[src/rtl/rst_qualifier.sv]
module rst_qualifier #(
  parameter int MIN_W      = 15,
  parameter int SELFTEST_W = 80
) (
  input  logic clk,
  input  logic rst_async,
  input  logic strap_test,
  input  logic strap_cop,
  output logic core_rst,
  output logic rst_valid,
  output logic selftest_req,
  output logic cop_type
);

  localparam int CNT_W = $clog2(SELFTEST_W + 1);
  localparam logic [CNT_W-1:0] MIN_C = CNT_W'(MIN_W);
  localparam logic [CNT_W-1:0] SAT_C = CNT_W'(SELFTEST_W);

  logic [1:0]       rst_s = '0;
  logic [1:0]       tst_s = '0;
  logic [1:0]       cop_s = '0;
  logic             rst_d = 1'b0;
  logic [CNT_W-1:0] cnt   = '0;
  logic             valid_q = 1'b0;
  logic             st_q    = 1'b0;
  logic             cop_q   = 1'b0;
  logic             armed   = 1'b0;

  logic fall, long_enough, at_sat;

  assign fall        = rst_d & ~rst_s[1];
  assign long_enough = cnt >= MIN_C;
  assign at_sat      = cnt == SAT_C;

  always_ff @(posedge clk) begin
    rst_s <= {rst_s[0], rst_async};
    tst_s <= {tst_s[0], strap_test};
    cop_s <= {cop_s[0], strap_cop};
    rst_d <= rst_s[1];
    armed <= 1'b1;
    if (!rst_s[1])
      cnt <= '0;
    else if (!at_sat)
      cnt <= cnt + 1'b1;
    if (fall && long_enough) begin
      valid_q <= 1'b1;
      st_q    <= tst_s[1] & at_sat;
      cop_q   <= cop_s[1];
    end
  end

  assign core_rst     = long_enough;
  assign rst_valid    = valid_q;
  assign selftest_req = st_q;
  assign cop_type     = cop_q;

  assert_cnt_bound_R9: assert property (@(posedge clk) disable iff (!armed)
    cnt <= SAT_C);

  assert_short_ignored_R3: assert property (@(posedge clk) disable iff (!armed)
    (fall && !long_enough) |=> ($stable(valid_q) && $stable(st_q) && $stable(cop_q)));

  assert_valid_sticky_R4: assert property (@(posedge clk) disable iff (!armed)
    !$fell(valid_q));

  assert_selftest_long_R6: assert property (@(posedge clk) disable iff (!armed)
    $rose(st_q) |-> $past(cnt) == SAT_C);

  assert_core_rst_onset_R2: assert property (@(posedge clk) disable iff (!armed)
    $rose(core_rst) |-> ($past(cnt) == MIN_C - 1'b1 && $past(rst_s[1])));

endmodule

[config.mk]
export PLATFORM = sky130hd
export DESIGN_NAME = rst_qualifier
export DESIGN_NICKNAME = d
export VERILOG_FILES = /design/src/rtl/rst_qualifier.sv
export SDC_FILE = /design/constraint.sdc
export NUM_CORES = 1
export LEC_CHECK = 0
export BUFFER_PORTS_ARGS = -buffer_cell sky130_fd_sc_hd__clkbuf_2
export CORE_MARGIN = 2
export CORE_UTILIZATION = 25
export DETAILED_ROUTE_END_ITERATION = 16
export GPL_TIMING_DRIVEN = 0
export PLACE_DENSITY_LB_ADDON = 0.3
export SLEW_MARGIN = 20
export SYNTH_ARGS = -nofsm -noshare
export SYNTH_HDL_FRONTEND = slang
export SYNTH_SLANG_ARGS = --single-unit
[constraint.sdc]
create_clock -name clk -period 1.4 [get_ports clk]
set_input_delay 0.21 -clock clk [delete_from_list [all_inputs] [get_ports clk]]
set_output_delay 0.21 -clock clk [all_outputs]
set_load 0.05 [all_outputs]
==> reports/qor.txt <==
status - completed
Critical Path AT - 1.17 ns
CP endpoint kind - primary output
Post-Syn Area - 583 um2
Via Count - 372
Initial Utilization - 26.4%
Min Clock Period, post-route - 1.38 ns
WL/cell - 9.20 um
kind of critical path - reg -> out
Syn Nets - 59
XOR/XNOR share of the synthesized area - 4.51%
final WL - 865 um
cell area after layout - 769 um2
antenna violations before repair - 0
simple-gate portion of the synthesized area - 19.3%
Pleak - 0.297 nW
Synth warnings - 0
most frequent cells in the layout - 10 x dfxtp_1, 5 x buf_4, 5 x nand2_1, 5 x clkbuf_2, 4 x dfxtp_4
Total GRT Usage - 7.43%
hpwl dp - 571 um
Root Buffer - clkbuf_4
Port-buffer cells - 6
max cap viols - 0
vias in the first global route - 339
sequential area share after synthesis - 58.4%
vias per cell - 3.96
Worst IR Drop VDD - 0.596 mV
Mean Syn Cell Area - 11.0 um2
Clock Latency Late Sink - 0.27 ns
CP max FO - 5
die height - 52.3 um
final hold vios - 0
RSZ-0062 raised after global routing - true
ratio of cells with drive above 1 in the final layout - 33.3%
Pre-antenna DRT Iters - 4
commonest non-fill, non-tap cell in the layout - dfxtp_1
Rows - 17
GP Congestion - 0.707
main combinational cell family by area after synthesis - simple AND/OR/NAND/NOR gates
Syn-to-layout area delta - 32.0%
final setup vio count - 0
DR iter-0 viols - 4
Num Clock Sinks - 16
Min-Delay Path Class - in -> reg
PwrDens - 1000 nW/um2
CTS tree - done
Final ANT Viol Nets - 0
synth top area cells - dfxtp_1 48%, edfxtp_1 10%, ha_1 4.3%
Worst Path Required - 1.19 ns
Post-DP Area - 661 um2
synthesized instance count - 53
die area - 2730 um2
CTS Buf Count - 3
Synth Area in Compound Gates - 4.29%
worst clock skew - 0.00150 ns
CTS clock-pin slew for the worst setup and hold paths - 0.09 ns
cell taking the most area after synthesis - dfxtp_1
GR Overflow Total - 0
crit start category - flop
final layout net count - 73
Synth Register Bits - 16
core area - 2210 um2
Yosys cell types - 25
mux cell area share after synthesis - 3.43%
H-Tree Depth - 1
fin crit share - 98.9%
Max Clk Rate - 722 MHz
share of the synthesized area in the top cell type - 48.1%
post-route insts no fill - 94
I/O pin cnt - 8
die width - 52.3 um
number of diodes - 0
Final Max Tran Viols - 0
first-pass GRT wire length - 1460 um
Adder-Cell Fraction of Synth Area - 4.29%
pin count of the biggest net entering global routing - 11
# DRC - 0
CTS max path bufs - 2
Placed Instances - 87
## critical path, cell delays in order (launching register included)
cell and delay (ns):
dfxtp_4 0.37, ha_4 0.17, nand3_4 0.09, nand3_4 0.08
clkbuf_16 0.18
## routing by layer
metal	part of all wire (%)	up-vias	GRT usage (%)	routed length, um
met3	2.5	2	1.71	22
met2	44	3	10.0	378
met5	0	-	0	0
li1	-	203	-	-
met1	52	164	9.77	450
met4	1.6	0	6.41	14
## per-stage QoR
step,power (mW),TNS (ns),util [%],hold slack (ns),setup slack (ns)
6_report,0.770,0,34.8,0.0296,0.0152
5_1_grt,0.806,-0.0363,34.8,0.0120,-0.0363
4_1_cts,0.785,0,34.8,0.0166,0.000662
3_5_place_dp,0.539,0,29.9,0.312,0.0217
3_3_place_gp,0.539,0,29.9,0.310,0.0315
2_1_floorplan,0.530,0,-,0.238,0.00166
## cells in the mapped netlist, drive strengths merged
master	number
a211oi	1
a21boi	1
and2	2
and3	1
and3b	1
buf	3
conb	1
dfxtp	14
edfxtp	2
ha	2
inv	3
mux2i	2
nand2	5
nand3	3
nand4	1
nor2	1
nor3	1
nor3b	2
nor4bb	1
o21ai	2
or3	1
xnor2	2
xor2	1
## sequential cells by signal, indices dropped and copies added (netlist names)
signal / flops
tst_s: 2
cop_s: 2
cop_type: 1
cnt: 7
rst_d: 1
selftest_req: 1
rst_s: 2
## power breakdown
group / switching [mW] / leakage (nW) / internal (mW)
sequential: 0.0148 / 0.139 / 0.479
combinational: 0.0204 / 0.143 / 0.0198
clock: 0.133 / 0.0154 / 0.103
total: 0.168 / 0.297 / 0.602
## path summary, 6_finish.rpt
kind | to | depth (start not counted) | startpoint | slack [ns]
max | core_rst | 4 | cnt[1] | 0.02
min | tst_s[0] | 1 | strap_test | 0.03
max reg2reg | selftest_req | 5 | cnt[0] | 0.07
min reg2reg | tst_s[1] | 0 | tst_s[0] | 0.33
## timing repair
action,CTS,global route
resized for setup,15,0
setup endpoints to repair,1,1
pin swaps,2,0
buffers inserted,3,0
hold buffers,0,0
## final cells by class
class | instances | area (um2)
inverters | 3 | 11.3
well taps | 28 | 35.0
clock inverters | 1 | 3.75
fillers | 237 | 1440
clock buffers | 3 | 22.5
repair buffers | 9 | 72.6
plain buffers | 3 | 18.8
multi-input cells | 31 | 250
flip-flops and latches | 16 | 355
## cells by family after synthesis
group	Yosys count
compound gates	4
xor+xnor	3
other cells	1
mux	2
buf+inv	6
simple gates	19
flops	16
fa+ha+maj	2
Note: power is estimated with default switching activity, not from simulation.
